File: config.mk
export PLATFORM = sky130hd
export DESIGN_NAME = ram_sorter
export DESIGN_NICKNAME = d
export VERILOG_FILES = /design/src/rtl/sort_pkg.sv /design/src/rtl/sort_ram.sv /design/src/rtl/sort_cycle_meter.sv /design/src/rtl/sort_ctrl.sv /design/src/rtl/ram_sorter.sv
export SDC_FILE = /design/constraint.sdc
export NUM_CORES = 2
export LEC_CHECK = 0
export BUFFER_PORTS_ARGS = -buffer_cell sky130_fd_sc_hd__buf_2
export CAP_MARGIN = 15
export CORE_MARGIN = 2
export CORE_UTILIZATION = 40
export DETAILED_ROUTE_END_ITERATION = 6
export SLEW_MARGIN = 20
export SYNTH_ARGS = -nofsm -noshare
export SYNTH_HDL_FRONTEND = slang
export SYNTH_SLANG_ARGS = --single-unit
File: constraint.sdc
create_clock -name clk -period 5.6 [get_ports clk]
set_clock_uncertainty 0.2 [all_clocks]
set_input_delay 1.12 -clock clk [delete_from_list [all_inputs] [get_ports clk]]
set_output_delay 1.12 -clock clk [all_outputs]
set_load 0.02 [all_outputs]
File: src/rtl/sort_pkg.sv
// Package: shared state encoding for the in-place sorter.
// Assumes: no other package defines these names.
package sort_pkg;
    typedef enum logic [2:0] {
        ST_IDLE = 3'd0,
        ST_RD_A = 3'd1,
        ST_RD_B = 3'd2,
        ST_CMP  = 3'd3,
        ST_WR_A = 3'd4,
        ST_WR_B = 3'd5
    } sort_state_e;
endpackage

File: src/rtl/sort_ram.sv
// Module: single-port word memory with registered read.
// Assumes: one access per cycle; read data reflects the address of the
// previous cycle; content is undefined until written.
module sort_ram #(
    parameter int ADDR_W = 8,
    parameter int DATA_W = 8
) (
    input  logic              clk,
    input  logic              rst_n,
    input  logic [ADDR_W-1:0] addr,
    input  logic              we,
    input  logic [DATA_W-1:0] wdata,
    output logic [DATA_W-1:0] rdata
);
    localparam int DEPTH = 1 << ADDR_W;

    logic [DATA_W-1:0] mem [DEPTH];

    // Store write data.
    always_ff @(posedge clk) begin
        if (we) begin
            mem[addr] <= wdata;
        end
    end

    // Register the read word.
    always_ff @(posedge clk) begin
        if (!rst_n) begin
            rdata <= '0;
        end else begin
            rdata <= mem[addr];
        end
    end
endmodule

File: src/rtl/sort_cycle_meter.sv
// Module: busy-cycle counter with half-word readout.
// Assumes: clear and inc never need to act together; clear wins.
module sort_cycle_meter #(
    parameter int CNT_W = 32
) (
    input  logic               clk,
    input  logic               rst_n,
    input  logic               clear,
    input  logic               inc,
    input  logic               hi_sel,
    output logic [CNT_W-1:0]   count,
    output logic [CNT_W/2-1:0] half
);
    localparam int HALF_W = CNT_W / 2;

    // Count busy cycles; hold otherwise.
    always_ff @(posedge clk) begin
        if (!rst_n) begin
            count <= '0;
        end else if (clear) begin
            count <= '0;
        end else if (inc) begin
            count <= count + 1'b1;
        end
    end

    // Pick the requested half.
    always_comb begin
        half = hi_sel ? count[CNT_W-1:HALF_W] : count[HALF_W-1:0];
    end
endmodule

File: src/rtl/sort_ctrl.sv
// Module: bubble-sort sequencer driving the memory during a sort.
// Assumes: memory read latency of one cycle; depth at least 2.
// Each pair costs read, read, compare, and two writes when exchanged.
module sort_ctrl #(
    parameter int ADDR_W = 8,
    parameter int DATA_W = 8
) (
    input  logic              clk,
    input  logic              rst_n,
    input  logic              start,
    input  logic [DATA_W-1:0] rdata,
    output logic [ADDR_W-1:0] addr,
    output logic              we,
    output logic [DATA_W-1:0] wdata,
    output logic              busy,
    output logic              done,
    output logic              accept
);
    import sort_pkg::*;

    localparam int DEPTH = 1 << ADDR_W;
    localparam logic [ADDR_W-1:0] FIRST_LIM = ADDR_W'(DEPTH - 2);

    sort_state_e       state_q;
    logic [ADDR_W-1:0] idx_q;
    logic [ADDR_W-1:0] lim_q;
    logic              swapped_q;
    logic [DATA_W-1:0] a_q;
    logic [DATA_W-1:0] b_q;
    logic              step;
    logic              swap_seen;
    logic              pass_end;
    logic              finish;

    // Status and start acceptance.
    always_comb begin
        busy   = (state_q != ST_IDLE);
        accept = start && (state_q == ST_IDLE);
    end

    // Pair completion and end-of-sort decision.
    always_comb begin
        step      = ((state_q == ST_CMP) && !(a_q < rdata)) || (state_q == ST_WR_B);
        swap_seen = swapped_q || (state_q == ST_WR_B);
        pass_end  = step && (idx_q == lim_q);
        finish    = pass_end && (!swap_seen || (lim_q == '0));
    end

    // Memory address, enable and data for each state.
    always_comb begin
        addr  = idx_q;
        we    = 1'b0;
        wdata = b_q;
        unique case (state_q)
            ST_RD_B: addr = idx_q + 1'b1;
            ST_WR_A: begin
                we    = 1'b1;
                wdata = b_q;
            end
            ST_WR_B: begin
                addr  = idx_q + 1'b1;
                we    = 1'b1;
                wdata = a_q;
            end
            default: addr = idx_q;
        endcase
    end

    // Sequencer state, pass bookkeeping and done flag.
    always_ff @(posedge clk) begin
        if (!rst_n) begin
            state_q   <= ST_IDLE;
            idx_q     <= '0;
            lim_q     <= '0;
            swapped_q <= 1'b0;
            a_q       <= '0;
            b_q       <= '0;
            done      <= 1'b0;
        end else begin
            unique case (state_q)
                ST_IDLE: begin
                    if (start) begin
                        idx_q     <= '0;
                        lim_q     <= FIRST_LIM;
                        swapped_q <= 1'b0;
                        done      <= 1'b0;
                        state_q   <= ST_RD_A;
                    end
                end
                ST_RD_A: state_q <= ST_RD_B;
                ST_RD_B: begin
                    a_q     <= rdata;
                    state_q <= ST_CMP;
                end
                ST_CMP: begin
                    b_q <= rdata;
                    if (a_q < rdata) begin
                        state_q <= ST_WR_A;
                    end
                end
                ST_WR_A: state_q <= ST_WR_B;
                default: ;
            endcase
            if (step) begin
                if (finish) begin
                    state_q <= ST_IDLE;
                    done    <= 1'b1;
                end else if (pass_end) begin
                    idx_q     <= '0;
                    lim_q     <= lim_q - 1'b1;
                    swapped_q <= 1'b0;
                    state_q   <= ST_RD_A;
                end else begin
                    idx_q     <= idx_q + 1'b1;
                    swapped_q <= swap_seen;
                    state_q   <= ST_RD_A;
                end
            end
        end
    end
endmodule

File: src/rtl/ram_sorter.sv
// Module: top level; memory, sequencer and cycle meter with host access.
// Assumes: the host waits for done before reading results; host writes
// while busy are dropped; host_rdata shows sequencer traffic while busy.
module ram_sorter #(
    parameter int ADDR_W = 8,
    parameter int DATA_W = 8,
    parameter int CNT_W  = 32
) (
    input  logic               clk,
    input  logic               rst_n,
    input  logic               start,
    output logic               busy,
    output logic               done,
    input  logic [ADDR_W-1:0]  host_addr,
    input  logic               host_we,
    input  logic [DATA_W-1:0]  host_wdata,
    output logic [DATA_W-1:0]  host_rdata,
    input  logic               cnt_hi_sel,
    output logic [CNT_W/2-1:0] cycle_half
);
    logic [ADDR_W-1:0] ctl_addr;
    logic              ctl_we;
    logic [DATA_W-1:0] ctl_wdata;
    logic              accept;
    logic [ADDR_W-1:0] ram_addr;
    logic              ram_we;
    logic [DATA_W-1:0] ram_wdata;
    logic [DATA_W-1:0] ram_rdata;
    logic [CNT_W-1:0]  cycles_full;

    // Hand the memory to the sequencer while busy.
    always_comb begin
        ram_addr   = busy ? ctl_addr  : host_addr;
        ram_we     = busy ? ctl_we    : host_we;
        ram_wdata  = busy ? ctl_wdata : host_wdata;
        host_rdata = ram_rdata;
    end

    sort_ram #(.ADDR_W(ADDR_W), .DATA_W(DATA_W)) i_ram (
        .clk   (clk),
        .rst_n (rst_n),
        .addr  (ram_addr),
        .we    (ram_we),
        .wdata (ram_wdata),
        .rdata (ram_rdata)
    );

    sort_ctrl #(.ADDR_W(ADDR_W), .DATA_W(DATA_W)) i_ctrl (
        .clk    (clk),
        .rst_n  (rst_n),
        .start  (start),
        .rdata  (ram_rdata),
        .addr   (ctl_addr),
        .we     (ctl_we),
        .wdata  (ctl_wdata),
        .busy   (busy),
        .done   (done),
        .accept (accept)
    );

    sort_cycle_meter #(.CNT_W(CNT_W)) i_meter (
        .clk    (clk),
        .rst_n  (rst_n),
        .clear  (accept),
        .inc    (busy),
        .hi_sel (cnt_hi_sel),
        .count  (cycles_full),
        .half   (cycle_half)
    );
endmodule

After elaboration in Yosys (flattened, before gate mapping)
Memory sizes are Yosys's and may differ from the RTL's. A register that Yosys moved wholly into a read port is not among the register bits. Index checks and enable logic that the tools add are counted.

Mux-type cells: 33. Reductions and logical operators: 18. Magnitude comparators: 1. Eq/ne operators: 8. Add/sub/neg operators: 3. Bitwise operators: 1.

Operators with widths (count): $mux W8 (14); $add A32 B1 Y32 const B (1); $mux W16 (1); $pmux W3 S5 (1); $mux W1 (14); $mux W3 (3); $add A8 B1 Y8 const B (1); $eq A8 B8 Y1 (1); $logic_not A8 Y1 (1); $lt A8 B8 Y1 (1); $sub A8 B1 Y8 const B (1); $eq A3 B2 Y1 const B (2); $eq A3 B3 Y1 const B (2); $ne A3 B2 Y1 const B (2); $reduce_bool A6 Y1 (1); $reduce_or A2 Y1 (3); $logic_and A1 B1 Y1 (4); $eq A3 B1 Y1 const B (1); $logic_not A1 Y1 (3); $logic_not A3 Y1 (1); $logic_or A1 B1 Y1 (3); $reduce_and A3 Y1 (1); $reduce_bool A3 Y1 (1); $not A1 Y1 (1).

Memories kept: 1. Register bits after elaboration: 69. Bits in writable memories: 2048. Output and inout bits: 26. Input port bits: 21.

Memory list: i_ram.mem (depth 256, bits a word 8, rd ports 1, clocked after memory_dff 1, write ports 1, line sort_ram.sv:17) `logic [DATA_W-1:0] mem [DEPTH];`.

Longest topological paths before layout
Word-level depth: 8. Mapped depth: 17. Gate-level depth less buffers: 10.

Modules after synthesis
Synthesis repeated with hierarchy kept, for this count alone.

Cell total of the unflattened synthesis: 4389. Area total of the unflattened synthesis: 84532.3 µm².

Modules (own cells, without submodules): sort_ram (cells each 3897, seq. area each 61659.1 µm², instances 1, area an instance 80320.8 µm²); sort_ctrl (cells each 272, seq. area each 740.7 µm², instances 1, area an instance 2215.9 µm²); sort_cycle_meter (cells each 201, seq. area each 640.6 µm², instances 1, area an instance 1735.4 µm²); ram_sorter (cells each 19, seq. area each 0.0 µm², instances 1, area an instance 260.2 µm²).

Worst setup path before layout
Ideal clock, no wire load.

Path type: flip-flop to flip-flop. From: register i_ctrl.state_q[2]. To: memory i_ram.mem[0][0] (data pin). Arrival time: 4319 ps. Buffers on the path: 2. Stages on the path, launching flop included: 6. Setup time: 820 ps. Period minus slack after synthesis: 5339 ps. Path slack: 261 ps. Path through: dfxtp_1 buf_4 nor3_1 clkbuf_1 a22oi_1 nand2_1.

Longest elaborated chain between the ends: 3. Elaborated cells between the ends (all ways): 4.

RTL lines: start, declared (line sort_ctrl.sv:24) `sort_state_e state_q;`; start signal, assigned (line sort_ctrl.sv:72) `state_q <= ST_IDLE;`; start signal, assigned (line sort_ctrl.sv:87) `state_q <= ST_RD_A;`; start signal, assigned (line sort_ctrl.sv:90) `ST_RD_A: state_q <= ST_RD_B;`; $eq A3 B3 Y1 (line sort_ctrl.sv:54) `unique case (state_q)`; $mux W8 (line sort_ctrl.sv:54); $mux W8 (*) (line ram_sorter.sv:35) `ram_wdata = busy ? ctl_wdata : host_wdata;`; net i_ram.wdata[0] (line sort_ram.sv:12) `input logic [DATA_W-1:0] wdata,`; end, declared (line sort_ram.sv:17).

The timed path passes the listed nets; every way through them passes the cells marked *.

Final worst setup path
From: register i_ctrl.idx_q[0]. To: register i_ram.rdata[6], read port of i_ram.mem.

Longest elaborated chain between the ends: 3.

RTL lines: start, declared (line sort_ctrl.sv:25) `logic [ADDR_W-1:0] idx_q;`; start signal, assigned (line sort_ctrl.sv:114) `idx_q <= idx_q + 1'b1;`; $add A8 B1 Y8 (line sort_ctrl.sv:55, sort_ctrl.sv:61); $mux W8 (*); $mux W8 (*) (line ram_sorter.sv:33) `ram_addr = busy ? ctl_addr : host_addr;`; end, declared (line sort_ram.sv:13) `output logic [DATA_W-1:0] rdata`.

Every way passes the cells marked *; elsewhere a longest branch is shown, timed or not. A chain may end at the register's enable or synchronous reset.

==> impl_metrics.env <==
export IMPL_path_max_fanout=30
export IMPL_wl_per_cell_um=26.8
export IMPL_ys_async_sr_fraction_pct=0
export IMPL_dp_final_hpwl_mm=147
export IMPL_hold_viol=0
export IMPL_grt_max_degree=157
export IMPL_synth_edff_count=2048
export IMPL_intPower_mw=33.3
export IMPL_grt_pass1_wl_mm=344
export IMPL_viasPerCell=5.76
export IMPL_io_pins=47
export IMPL_finalWirelength_mm=236
export IMPL_synth_net_count=5571
export IMPL_min_period_over_period_pct=98.9
export IMPL_dr_pass1_iters=6
export IMPL_die_area_sq_mm=0.216
export IMPL_cp_start_kind="flop"
export IMPL_top_usage_layer="met2"
export IMPL_synth_area_per_cell_sq_um=15.4
export IMPL_ys_warn_count=0
export IMPL_cts_buffers=207
export IMPL_worstHoldStart="i_ctrl.b_q[2]$_SDFFE_PN0P_"
export IMPL_grt_ovfl_total=0
export IMPL_synth_ff_type="edfxtp_1"
export IMPL_root_buffer="clkbuf_16"
export IMPL_antenna_found_initial=5
export IMPL_rsz0062_at_grt="false"
export IMPL_cts_resized=0
export IMPL_layout_commonest_cell="edfxtp_1"
export IMPL_grtUsageMet3_pct=4.22
export IMPL_finalSetupViolations=0
export IMPL_numPortBuffers=46
export IMPL_rrSetupSlack_ps=60
export IMPL_leakagePower_nw=32.2
export IMPL_cts_setup_buffers=0
export IMPL_required_ps=6100
export IMPL_worstMarginPinSlew_ps=1420
export IMPL_drc=0
export IMPL_clk_latency_ps=860
export IMPL_worstHoldPathType="reg -> reg"
export IMPL_synthesis_area_sq_mm=0.0850
export IMPL_nets=5855
export IMPL_end_kind="flop"
export IMPL_cts_sinks=2125
export IMPL_combPwrFrac_pct=36.9
export IMPL_hold_buffers=0
export IMPL_hold_depth=2
export IMPL_grt_met1_usage_pct=30.7
export IMPL_gp_congestion=0.879
export IMPL_area_delta_synth_final_pct=14.7
export IMPL_status="finished clean"
export IMPL_finalNonFillerCells=8825
export IMPL_grt_pass1_vias=49100
export IMPL_die_y_um=465
export IMPL_start_util_pct=40.2
export IMPL_ys_types=84
export IMPL_maxSlewViolCount=0
export IMPL_synth_seq_cells=2125
export IMPL_drive_above_1_share_pct=16.9
export IMPL_fp_row_count=169
export IMPL_maxCapViolCount=0
export IMPL_crit_arrival_ps=6030
export IMPL_max_vdd_ir_drop_mv=0.445
export IMPL_core_sq_mm=0.212
export IMPL_rr_startpoint="i_ctrl.idx_q[0]$_SDFF_PN0_"
export IMPL_fin_crit_ps=5540
export IMPL_grt_usage_pct=21.5
export IMPL_min_to="i_ctrl.b_q[2]$_SDFFE_PN0P_"
export IMPL_synthCells=5539
export IMPL_pwr_share_seq_pct=36.8
export IMPL_reg2reg_depth=11
export IMPL_crit_type="reg -> reg"
export IMPL_drt_initial_drc_count=6403
export IMPL_fin_hold_ws_ps=258
export IMPL_dp_cells=8435
export IMPL_timing_slew_headroom_pct=4.46
export IMPL_clock_path_buffers=3
export IMPL_p_sw_share_pct=37.2
export IMPL_layout_common_cells="edfxtp_1 (2048), nand2_1 (933), buf_4 (349)"
export IMPL_vias=50900
export IMPL_fmax_mhz=181
export IMPL_cts_reportedPaths_clkPinSlew_ps=60
export IMPL_p_sw_mw=19.8
export IMPL_use_met2_pct=32.9
export IMPL_clkPwrFrac_pct=26.3
export IMPL_die_x_um=465
export IMPL_cts_tree="yes"
export IMPL_timing_rr_end="i_ram.rdata[6]$_SDFF_PN0_"
export IMPL_detail_route_antenna_nets=0
export IMPL_p_per_area_mw_per_mm2=544
export IMPL_cts_htree_levels=4
export IMPL_ys_seq_area_share_pct=74.1
==> Yosys cell counts (all sizes together) (7+ instances only) <==
library cell / count / area share [%]
nand2: 954 / 4.2
o311ai: 21 / 0.22
nor4: 7 / 0.051
nand4: 104 / 0.77
buf: 228 / 1.6
a21oi: 228 / 1.3
inv: 64 / 0.28
o21ai: 37 / 0.24
edfxtp: 2048 / 72
a21boi: 31 / 0.27
nor3: 20 / 0.12
o211ai: 61 / 0.54
and3: 19 / 0.14
a32oi: 71 / 0.73
nor2: 337 / 1.5
mux2: 17 / 0.23
and2: 10 / 0.074
a31o: 22 / 0.23
dfxtp: 77 / 1.8
o22ai: 20 / 0.15
a32o: 46 / 0.54
a22oi: 104 / 0.92
or3: 8 / 0.059
a211oi: 69 / 0.62
clkbuf: 143 / 0.63
o2111ai: 8 / 0.082
a221oi: 29 / 0.31
nand3: 229 / 1.4
a21o: 7 / 0.062
mux2i: 180 / 2.1
xor2: 29 / 0.30
a22o: 33 / 0.34
mux4: 181 / 4.8
a31oi: 7 / 0.051
ha: 11 / 0.16
==> stage by stage <==
step | setup TNS (ps) | setup slack [ps] | total power [mW] | area, sq um | utilization, %
3_3_place_gp | -609 | -411 | 39.1 | 90700 | 42.9
3_5_place_dp | 0 | 64.1 | 39.2 | 90700 | 42.9
6_report | 0 | 61.1 | 53.1 | 97500 | 46.1
5_1_grt | 0 | 149 | 54.9 | 97500 | 46.1
2_1_floorplan | 0 | 261 | 32.0 | 85000 | -
4_1_cts | 0 | 318 | 53.1 | 97500 | 46.1
==> metal layers <==
| metal | vias up | wire [um] |
|---|---|---|
| li1 | 22000 | - |
| met1 | 26100 | 99400 |
| met2 | 2379 | 108000 |
| met3 | 386 | 21100 |
| met4 | 6 | 7940 |
| met5 | - | 34 |
==> kinds of logic (layout without fill, tap and decap cells) <==
family	Yosys count	in the layout	share of synthesized area (%)
muxes	378	378	7.14
adders and majority gates	15	15	0.210
and+or+nand+nor	1709	1709	8.46
xor gates and xnor gates	33	33	0.340
buffers and inverters	435	898	2.51
DFF	2125	2125	74.1
AOI/OAI and AO/OA	844	844	7.20
other	0	2	0
==> critical path, cell delays in order, from the launching register on <==
cell	delay, ps
dfxtp_1	640
ha_1	350
mux2_2	280
a32oi_1	450
buf_4	240
and2_4	430
buf_4	410
a22oi_1	200
a32o_1	290
o311ai_0	1140
o2111a_1	540
o2111ai_1	150
==> registers in the layout, indices dropped and copies added, names as in the netlist <==
| name | cells |
|---|---|
| i_ctrl.swapped_q | 1 |
| i_ctrl.state_q | 3 |
| i_ctrl.done | 1 |
| i_ram.rdata | 8 |
| i_ctrl.a_q | 8 |
| i_ctrl.b_q | 8 |
| i_ram.mem | 2048 |
| i_meter.count | 32 |
| i_ctrl.idx_q | 8 |
| i_ctrl.lim_q | 8 |
==> worst max path at each step <==
stage | slack (ps) | from | cells after the start | end
CTS | 320 | i_ctrl.idx_q[0]$_SDFF_PN0_ | 12 | i_ram.rdata[1]$_SDFF_PN0_
global placement | -410 | host_addr[1] | 12 | i_ram.rdata[1]$_SDFF_PN0_
global route | 150 | i_ctrl.idx_q[0]$_SDFF_PN0_ | 12 | i_ram.rdata[1]$_SDFF_PN0_
floorplan | 260 | i_ctrl.state_q[2]$_SDFFE_PN0P_ | 5 | i_ram.mem[0][0]$_DFFE_PP_
detailed placement | 60 | host_addr[1] | 12 | i_ram.rdata[1]$_SDFF_PN0_
finish | 60 | i_ctrl.idx_q[0]$_SDFF_PN0_ | 11 | i_ram.rdata[6]$_SDFF_PN0_
==> cell type report <==
type / count / area [sq um]
Clock inverter: 129 / 1270
Multi-Input combinational cell: 2979 / 20100
Fill cell: 18100 / 114000
Antenna cell: 2 / 5.00
Sequential cell: 2125 / 63000
Timing Repair Buffer: 446 / 3860
Clock buffer: 259 / 5510
Inverter: 64 / 240
Tap cell: 2821 / 3530
==> power groups by stage <==
| stage | combinational (mW) | sequential, mW | clock, mW |
|---|---|---|---|
| floorplan | 11.6 | 20.3 | 0 |
| global placement | 19.3 | 19.8 | 0 |
| detailed placement | 19.4 | 19.8 | 0 |
| CTS | 19.4 | 19.5 | 14.1 |
| global route | 20.6 | 19.5 | 14.7 |
| finish | 19.6 | 19.5 | 14.0 |
No activity file was read; power rests on OpenSTA's default activity.
